File: src/rtl/ee_pkg.sv
package ee_pkg;

    typedef enum logic [2:0] {
        CMD_NONE, CMD_READ, CMD_WRITE, CMD_ERASE,
        CMD_ERAL, CMD_WRAL, CMD_WEN, CMD_WDIS
    } cmd_e;

    typedef enum logic [2:0] {
        PH_IDLE, PH_HDR, PH_DATA, PH_RDOUT, PH_WAIT
    } phase_e;

    function automatic cmd_e decode_cmd(input logic [1:0] opc, input logic [1:0] qual);
        cmd_e c;
        case (opc)
            2'b10:   c = CMD_READ;
            2'b01:   c = CMD_WRITE;
            2'b11:   c = CMD_ERASE;
            default: begin
                case (qual)
                    2'b11:   c = CMD_WEN;
                    2'b00:   c = CMD_WDIS;
                    2'b10:   c = CMD_ERAL;
                    default: c = CMD_WRAL;
                endcase
            end
        endcase
        return c;
    endfunction

    function automatic logic is_prog(input cmd_e c);
        return (c == CMD_WRITE) || (c == CMD_ERASE) || (c == CMD_ERAL) || (c == CMD_WRAL);
    endfunction

    function automatic logic needs_data(input cmd_e c);
        return (c == CMD_WRITE) || (c == CMD_WRAL);
    endfunction

    function automatic logic is_erase(input cmd_e c);
        return (c == CMD_ERASE) || (c == CMD_ERAL);
    endfunction

endpackage

File: src/rtl/ee_prog_timer.sv
module ee_prog_timer #(
    parameter int CYCLES = 1000
) (
    input  logic clk,
    input  logic rst,
    input  logic start,
    output logic busy
);
    localparam int CW = $clog2(CYCLES + 1);

    logic [CW-1:0] cnt_q;

    always_ff @(posedge clk) begin
        if (rst)                cnt_q <= '0;
        else if (start)         cnt_q <= CW'(CYCLES);
        else if (cnt_q != '0)   cnt_q <= cnt_q - 1'b1;
    end

    assign busy = (cnt_q != '0);
endmodule

File: src/rtl/ee_array.sv
module ee_array #(
    parameter int AW = 7,
    parameter int DW = 16
) (
    input  logic          clk,
    input  logic          rst,
    input  logic          we,
    input  logic          all,
    input  logic [AW-1:0] wr_addr,
    input  logic [DW-1:0] wr_data,
    input  logic [AW-1:0] rd_addr,
    output logic [DW-1:0] rd_data
);
    localparam int DEPTH = 1 << AW;

    logic [DW-1:0] mem [DEPTH];

    always_ff @(posedge clk) begin
        for (int w = 0; w < DEPTH; w++) begin
            if (rst)
                mem[w] <= '1;
            else if (we && (all || wr_addr == AW'(w)))
                mem[w] <= wr_data;
        end
    end

    assign rd_data = mem[rd_addr];
endmodule

File: src/rtl/serial_eeprom_slave.sv
module serial_eeprom_slave
    import ee_pkg::*;
#(
    parameter int ADDR_W      = 7,
    parameter int DATA_W      = 16,
    parameter int PROG_CYCLES = 1000
) (
    input  logic clk,
    input  logic rst,
    input  logic sel,
    input  logic sclk,
    input  logic sdi,
    output logic sdo,
    output logic sdo_oe
);
    localparam int HDR_W = ADDR_W + 3;
    localparam int MAXB  = (DATA_W > HDR_W) ? DATA_W : HDR_W;
    localparam int CW    = $clog2(MAXB + 1);

    logic              sclk_q, sel_q, sdo_oe_q;
    phase_e            phase_q;
    logic [CW-1:0]     cnt_q;
    logic [HDR_W-1:0]  hdr_q, hdr_next;
    cmd_e              cmd_q, dec;
    logic [ADDR_W-1:0] addr_q;
    logic [DATA_W-1:0] dat_q, rd_data, arr_data;
    logic [DATA_W:0]   shreg_q;
    logic              wen_q, stat_q;
    logic              rise, launch, arr_we, arr_all, prog_busy;

    assign rise     = sclk & ~sclk_q & sel;
    assign hdr_next = {hdr_q[HDR_W-2:0], sdi};
    assign dec      = decode_cmd(hdr_next[HDR_W-1 -: 2], hdr_next[ADDR_W -: 2]);

    assign launch   = sel_q & ~sel & (phase_q == PH_WAIT) & is_prog(cmd_q) & wen_q & ~prog_busy;
    assign arr_we   = launch;
    assign arr_all  = (cmd_q == CMD_ERAL) || (cmd_q == CMD_WRAL);
    assign arr_data = is_erase(cmd_q) ? '1 : dat_q;

    ee_array #(.AW(ADDR_W), .DW(DATA_W)) u_array (
        .clk     (clk),
        .rst     (rst),
        .we      (arr_we),
        .all     (arr_all),
        .wr_addr (addr_q),
        .wr_data (arr_data),
        .rd_addr (hdr_next[ADDR_W-1:0]),
        .rd_data (rd_data)
    );

    ee_prog_timer #(.CYCLES(PROG_CYCLES)) u_timer (
        .clk   (clk),
        .rst   (rst),
        .start (launch),
        .busy  (prog_busy)
    );

    always_ff @(posedge clk) begin
        if (rst) begin
            sclk_q   <= 1'b0;
            sel_q    <= 1'b0;
            sdo_oe_q <= 1'b0;
            phase_q  <= PH_IDLE;
            cnt_q    <= '0;
            hdr_q    <= '0;
            cmd_q    <= CMD_NONE;
            addr_q   <= '0;
            dat_q    <= '0;
            shreg_q  <= '0;
            wen_q    <= 1'b0;
            stat_q   <= 1'b0;
        end else begin
            sclk_q   <= sclk;
            sel_q    <= sel;
            sdo_oe_q <= sel;
            if (launch) stat_q <= 1'b1;
            if (!sel) begin
                phase_q <= PH_IDLE;
                cnt_q   <= '0;
                hdr_q   <= '0;
                cmd_q   <= CMD_NONE;
                dat_q   <= '0;
                shreg_q <= '0;
            end else if (rise) begin
                case (phase_q)
                    PH_IDLE: begin
                        if (sdi && !prog_busy) begin
                            phase_q <= PH_HDR;
                            cnt_q   <= '0;
                            stat_q  <= 1'b0;
                        end
                    end
                    PH_HDR: begin
                        hdr_q <= hdr_next;
                        cnt_q <= cnt_q + 1'b1;
                        if (cnt_q == CW'(HDR_W - 1)) begin
                            cmd_q  <= dec;
                            addr_q <= hdr_next[ADDR_W-1:0];
                            cnt_q  <= '0;
                            phase_q <= PH_WAIT;
                            if (dec == CMD_READ) begin
                                shreg_q <= {1'b0, rd_data};
                                phase_q <= PH_RDOUT;
                            end else if (needs_data(dec)) begin
                                phase_q <= PH_DATA;
                            end else if (dec == CMD_WEN) begin
                                wen_q <= 1'b1;
                            end else if (dec == CMD_WDIS) begin
                                wen_q <= 1'b0;
                            end
                        end
                    end
                    PH_DATA: begin
                        dat_q <= {dat_q[DATA_W-2:0], sdi};
                        cnt_q <= cnt_q + 1'b1;
                        if (cnt_q == CW'(DATA_W - 1)) phase_q <= PH_WAIT;
                    end
                    PH_RDOUT: shreg_q <= {shreg_q[DATA_W-1:0], 1'b0};
                    default: ;
                endcase
            end
        end
    end

    assign sdo    = sel & (stat_q ? ~prog_busy : ((phase_q == PH_RDOUT) & shreg_q[DATA_W]));
    assign sdo_oe = sdo_oe_q;
endmodule

File: config.mk
export PLATFORM = sky130hd
export DESIGN_NAME = serial_eeprom_slave
export DESIGN_NICKNAME = d
export VERILOG_FILES = /design/src/rtl/ee_pkg.sv /design/src/rtl/ee_prog_timer.sv /design/src/rtl/ee_array.sv /design/src/rtl/serial_eeprom_slave.sv
export SDC_FILE = /design/constraint.sdc
export NUM_CORES = 2
export LEC_CHECK = 0
export BUFFER_PORTS_ARGS = -buffer_cell sky130_fd_sc_hd__buf_2
export CORE_MARGIN = 3
export CORE_UTILIZATION = 30
export DETAILED_ROUTE_END_ITERATION = 16
export GPL_ROUTABILITY_DRIVEN = 0
export HOLD_SLACK_MARGIN = 0.1
export PLACE_DENSITY = 0.48
export SKIP_LAST_GASP = 1
export SYNTH_ARGS = -nofsm -noshare
export SYNTH_HDL_FRONTEND = slang
export SYNTH_SLANG_ARGS = --single-unit
File: constraint.sdc
create_clock -name clk -period 4.4 [get_ports clk]
set_input_delay 0 -clock clk [delete_from_list [all_inputs] [get_ports clk]]
set_output_delay 0 -clock clk [all_outputs]
set_load 0.05 [all_outputs]
# Yosys cells after proc, flatten, opt, wreduce, memory -nomap -nowiden
# Memory sizes are Yosys's and may differ from the RTL's.
# Index checks and enable logic that the tools add are counted.
dict set report word_totals {
  register_bits 74
  mem_bits_rw 2048
  inputBits 5
  out_inout_bits 2
  wordCells 1130
  mem_count 1
}
dict set report op_classes {
  add_sub_neg 2
  eq_ne 151
  mux 539
  bitwise_logic 142
  reduce_logical 282
}
# memory words word_bits rd rd_clocked_by_memory_dff write_ports line
set memory_table {}
lappend memory_table {u_array.mem 128 16 1 0 128 ee_array.sv:16} ;# logic [DW-1:0] mem [DEPTH];
# op count
set ops {}
lappend ops {{16-bit 2-to-1 mux} 129}
lappend ops {{7-bit == test, second input constant} 64}
lappend ops {{1-bit 2-to-1 mux} 394}
lappend ops {{7-bit by 6-bit == test with 1-bit output, second input constant} 32}
lappend ops {{1-bit logical OR} 134}
lappend ops {{1-bit logical AND} 129}
lappend ops {{1-bit OR} 128}
lappend ops {{7-bit by 5-bit == test with 1-bit output, second input constant} 16}
lappend ops {{7-bit by 4-bit == test with 1-bit output, second input constant} 8}
lappend ops {{17-bit 2-to-1 mux} 2}
lappend ops {{17-bit one-hot mux with 2 select lines} 1}
lappend ops {{7-bit by 3-bit == test with 1-bit output, second input constant} 4}
lappend ops {{10-bit 2-to-1 mux} 2}
lappend ops {{3-bit == test, second input constant} 6}
lappend ops {{3-bit one-hot mux with 3 select lines} 2}
lappend ops {{3-bit by 2-bit == test with 1-bit output, second input constant} 5}
lappend ops {{3-bit 2-to-1 mux} 5}
lappend ops {{5-bit one-hot mux with 3 select lines} 1}
lappend ops {{7-bit by 2-bit == test with 1-bit output, second input constant} 2}
lappend ops {{5-bit by 4-bit == test with 1-bit output, second input constant} 2}
lappend ops {{5-bit 2-to-1 mux} 2}
lappend ops {{10-bit nonzero test} 1}
lappend ops {{10-bit by 1-bit subtractor with 10-bit output, second input constant} 1}
lappend ops {{1-bit AND} 9}
lappend ops {{other kinds (20)} 37}

# Depth between registers and ports, before layout
dict set report logic_depth {
  word_depth 12
  mapped_depth 12
}

# Cells and area by module
# Synthesis repeated with hierarchy kept, for this count alone.
dict set report hier_totals {
  hier_cells 6260
  area_unflattened_um2 98022.8
}
# mod n_inst cells_per_inst area_per_inst_um2 seq_area_each_um2
set by_module_without_submodules {}
lappend by_module_without_submodules {ee_array 1 5863 94504.4 61499.0}
lappend by_module_without_submodules {serial_eeprom_slave 1 340 2997.9 1281.2}
lappend by_module_without_submodules {ee_prog_timer 1 57 520.5 200.2}

# Worst setup path before layout
# Ideal clock, no wire load.
dict set report synth_path {
  path_kind {register to register}
  startpoint {reg u_timer.cnt_q[0]}
  endpoint {mem u_array.mem[108][0] (enable)}
  t_arrival_ns 2.605
  slack_ns 1.403
  path_stages_with_launch 10
  synth_period_minus_slack_ns 2.997
  cell_sequence {dfxtp_1 > inv_1 > ha_1 > nor4b_1 > and3b_1 > clkbuf_1 > nand2b_1 > clkbuf_1 > clkbuf_1 > o21bai_1}
}
# item line
set synth_lines {}
lappend synth_lines {{from (decl)} ee_prog_timer.sv:11} ;# logic [CW-1:0] cnt_q;
lappend synth_lines {{from (signal assigned)} ee_prog_timer.sv:15} ;# else if (start) cnt_q <= CW'(CYCLES);
lappend synth_lines {{from (signal assigned)} ee_prog_timer.sv:16} ;# else if (cnt_q != '0) cnt_q <= cnt_q - 1'b1;
lappend synth_lines {{to (decl)} ee_array.sv:16}

# Worst setup path in the final report
dict set report layout_path {
  startpoint {reg hdr_q[1]}
  endpoint {reg shreg_q[9]}
}
dict set report layout_between {
  elab_chain_cells 4
}
# item line
set layout_rtl {}
lappend layout_rtl {{from (decl)} serial_eeprom_slave.sv:23} ;# logic [HDR_W-1:0] hdr_q, hdr_next;
lappend layout_rtl {{from (signal assigned)} serial_eeprom_slave.sv:94} ;# hdr_q <= hdr_next;
lappend layout_rtl {{memory 128 x 16 bit} --}
lappend layout_rtl {{17-bit 2-to-1 mux} serial_eeprom_slave.sv:101} ;# if (dec == CMD_READ) begin
lappend layout_rtl {{17-bit 2-to-1 mux} serial_eeprom_slave.sv:96} ;# if (cnt_q == CW'(HDR_W - 1)) begin
lappend layout_rtl {{17-bit one-hot mux with 2 select lines} serial_eeprom_slave.sv:85} ;# case (phase_q)
lappend layout_rtl {{to (signal assigned)} serial_eeprom_slave.sv:102} ;# shreg_q <= {1'b0, rd_data};
lappend layout_rtl {{to (signal assigned)} serial_eeprom_slave.sv:118} ;# PH_RDOUT: shreg_q <= {shreg_q[DATA_W-1:0], 1'b0};
lappend layout_rtl {{to (decl)} serial_eeprom_slave.sv:27} ;# logic [DATA_W:0] shreg_q;
# No other way between the ends. The select of a mux whose other input is x is not followed.
# A chain may end at the register's enable or synchronous reset.

==> run summary <==
Mapped cell area: 0.09423 mm²
Chip Width: 566.4 µm
Syn avg cell area: 13.79 µm²
Clock Sinks: 2122
Yosys cell types: 81
Via-per-instance ratio: 5.267
Buf/Inv on CP: 2
Sum Neg Setup Slack: 0 ns
CTS tree: built
Placed Area: 0.1008 mm²
Final Cycle Share: 0.8674
Total congestion overflow: 0
Hold WS: 0.2319 ns
Synth Area in Simple Gates: 0.1163
Final min period: 3.816 ns
Endpoints failing setup: 0
Adder-Cell Fraction of Synth Area: 0.0007967
IO buf count: 6
Area contributors post-synth: edfxtp_1 65%, mux4_2 9.7%, nand2_1 8.6%, mux2i_1 2.9%, dfxtp_1 1.6%
Number of antenna violations at the first check in global routing: 9
CP most frequent cell: o22ai_1
Top achievable clock speed: 262.0 MHz
R2R setup slack: 0.58 ns
Worst-Margin Slew: 1.559 ns
Tot GR Track Use: 0.1964
WS Path Type: flip-flop to flip-flop
Post-synth ARST share: 0
Final Util: 0.3461
CP max FO: 28
Sequential element share of the synthesized area: 0.6684
Initial Utilization: 0.3019
CP Cell Sequence: nand2b_4, buf_12, buf_4, o22ai_1, o22ai_1, nor4_1, nand3_1, o31ai_2
Largest net degree at the start of global routing: 129
Failing checks: max-slew violations
Max Slew Vio Count: 24
Die area: 0.3209 mm²
H-tree lvl count: 4
Commonest non-fill, non-tap cell in the layout: nand2_1
Layout cell share with drive strength beyond 1: 0.2024
Most frequent cells in the layout: 2148 x nand2_1, 2048 x edfxtp_1, 446 x buf_4
Clock buffer depth: 4
Fin area: 0.1081 mm²
Post-synth EDFFs: 2048
Root buffer cell: clkbuf_16
Final Skew: 0.07949 ns
HPWL Detailed: 206400 µm
Seq cells post-synth: 2122
Routed Antenna Nets: 0
R2R depth: 8
Slew HR: -0.03921
Worst Hold Class: input pin to flip-flop
Synth warn: 0
Mapped Cells: 6831
Area Growth Syn to Fin: 14.67%
Wirelength per Cell: 28.64 µm
Mux contribution to synthesized area: 0.1287
Clk Latency, worst-skew pair: 0.90 ns
Most used DFF post-synth: edfxtp_1
Placed Cells: 10840
Leak Pwr: 33.92 nW
# fillers: 30020
CP max stage cell: nor4_1
Clock transition at path regs: 0.06 ns
CP Launch Type: flip-flop
Crit-path max cell delay: 0.97 ns
Max-cap violations: 0
Outcome: finished with violations
Die Span Y: 566.4 µm
Maximum vdd drop: 0.0003138 V
Non-Filler Instances: 11270
WHS Path Cells: 3
Vias: 59350
Worst EP arrival: 4.62 ns
Synth top area share: 0.6527
Worst Path Required: 5.21 ns
Synth Area in Compound Gates: 0.04809
Final Hold Viols: 0
Nets: 6949
Initial DRC Count: 7271
Vias in the first global route: 58580
Routed wire length: 322600 µm
Endpoint type of the worst setup path: flip-flop
Syn_nets: 6842
Reg area: 0.06299 mm²
Core region area: 0.3122 mm²
Io pins: 7
RSZ-0062 raised after global routing: false
Power Density: 411.8 mW/mm²
Num CTS Buffers: 233
Num rows: 205
Stages on the worst setup path: 8
Drt pass-1 iters: 8
Critical path's top delay family: simple AND/OR/NAND/NOR gates
First-pass GRT wire length: 455500 µm
XOR/XNOR share of the synthesized area: 0.0004647
Synth area leader: edfxtp_1
Drc violations: 0
Area occupied by multi-input gates: 0.02814 mm²
Largest family of logic cells by synthesized area: multiplexers
[layer usage]
| layer | up-vias | global-route usage | routed length (µm) |
|---|---|---|---|
| li1 | 25300 | - | - |
| met1 | 31060 | 0.2712 | 134900 |
| met2 | 2475 | 0.3089 | 149400 |
| met3 | 513 | 0.03773 | 25580 |
| met4 | 2 | 0.06844 | 12820 |
| met5 | - | 0 | 13 |
[cell families (layout without fill, tap and decap cells)]
kind of cell,Yosys count,in the layout
AOI/OAI and AO/OA,676,676
other,0,3
adders and majority gates,6,6
and+or+nand+nor,2677,2677
buffers and inverters,651,944
xor gates and xnor gates,5,5
muxes,694,694
DFF,2122,2122
[area by class of cell]
class                      instances  share of cell area
tap                             4140             0.04794
inverter                          14           0.0005095
timing repair buffer             509             0.04141
antenna                            3          0.00006948
multi-input combinational       4058              0.2605
sequential                      2122              0.5830
clock inverter                   126            0.009368
clock buffer                     295             0.05727
[repair_timing]
item	CTS	global route
hold buffers	7	0
gates resized for setup	0	0
endpoints found under the hold margin	82	0
setup buffers	0	0
[registers in the layout, indices dropped and copies added, names as in the netlist]
register,flops
u_timer.cnt_q,10
sclk_q,1
phase_q,3
dat_q,16
hdr_q,9
stat_q,1
addr_q,7
u_array.mem,2048
cnt_q,5
shreg_q,17
sdo_oe,1
wen_q,1
cmd_q,3
[Yosys cell counts, types with 37 or more instances]
cell,n
nand2_1,2148
edfxtp_1,2048
mux4_2,404
clkbuf_1,341
mux2i_1,274
buf_2,204
a21oi_1,198
nor2_1,150
o21bai_1,130
nor2_2,120
o22ai_1,115
nor3_1,110
dfxtp_1,74
o21ai_0,44
a211oi_1,37
[worst min-delay path: stages]
cell,delay [ns]
dlygate4sd3_1,0.53
buf_4,0.32
nor2_1,0.19
[through the flow]
step | power, mW | setup slack [ns]
3_5_place_dp | 26.02 | 0.7950
6_report | 44.49 | 0.5836
2_1_floorplan | 25.13 | 1.403
5_1_grt | 45.87 | 0.4487
3_3_place_gp | 25.97 | 0.8643
4_1_cts | 44.86 | 0.7611
[where the power goes]
group          switching (mW)  leakage (nW)  total, mW  internal, mW
Clock                    8.11          3.52       18.9          10.8
Combinational            1.31          9.14       2.19         0.883
Sequential              0.314          21.3       23.4          23.1
[path summary, 6_finish.rpt]
| kind | endpoint | startpoint |
|---|---|---|
| setup / recovery | shreg_q[9]$_SDFFE_PP0P_ | hdr_q[1]$_SDFFE_PP0P_ |
| hold / removal | u_timer.cnt_q[1]$_SDFFE_PP0N_ | rst |
| setup reg to reg | shreg_q[9]$_SDFFE_PP0P_ | hdr_q[1]$_SDFFE_PP0P_ |
| hold reg to reg | dat_q[5]$_SDFFE_PP0P_ | dat_q[4]$_SDFFE_PP0P_ |
(Power assumes the default switching activity.)
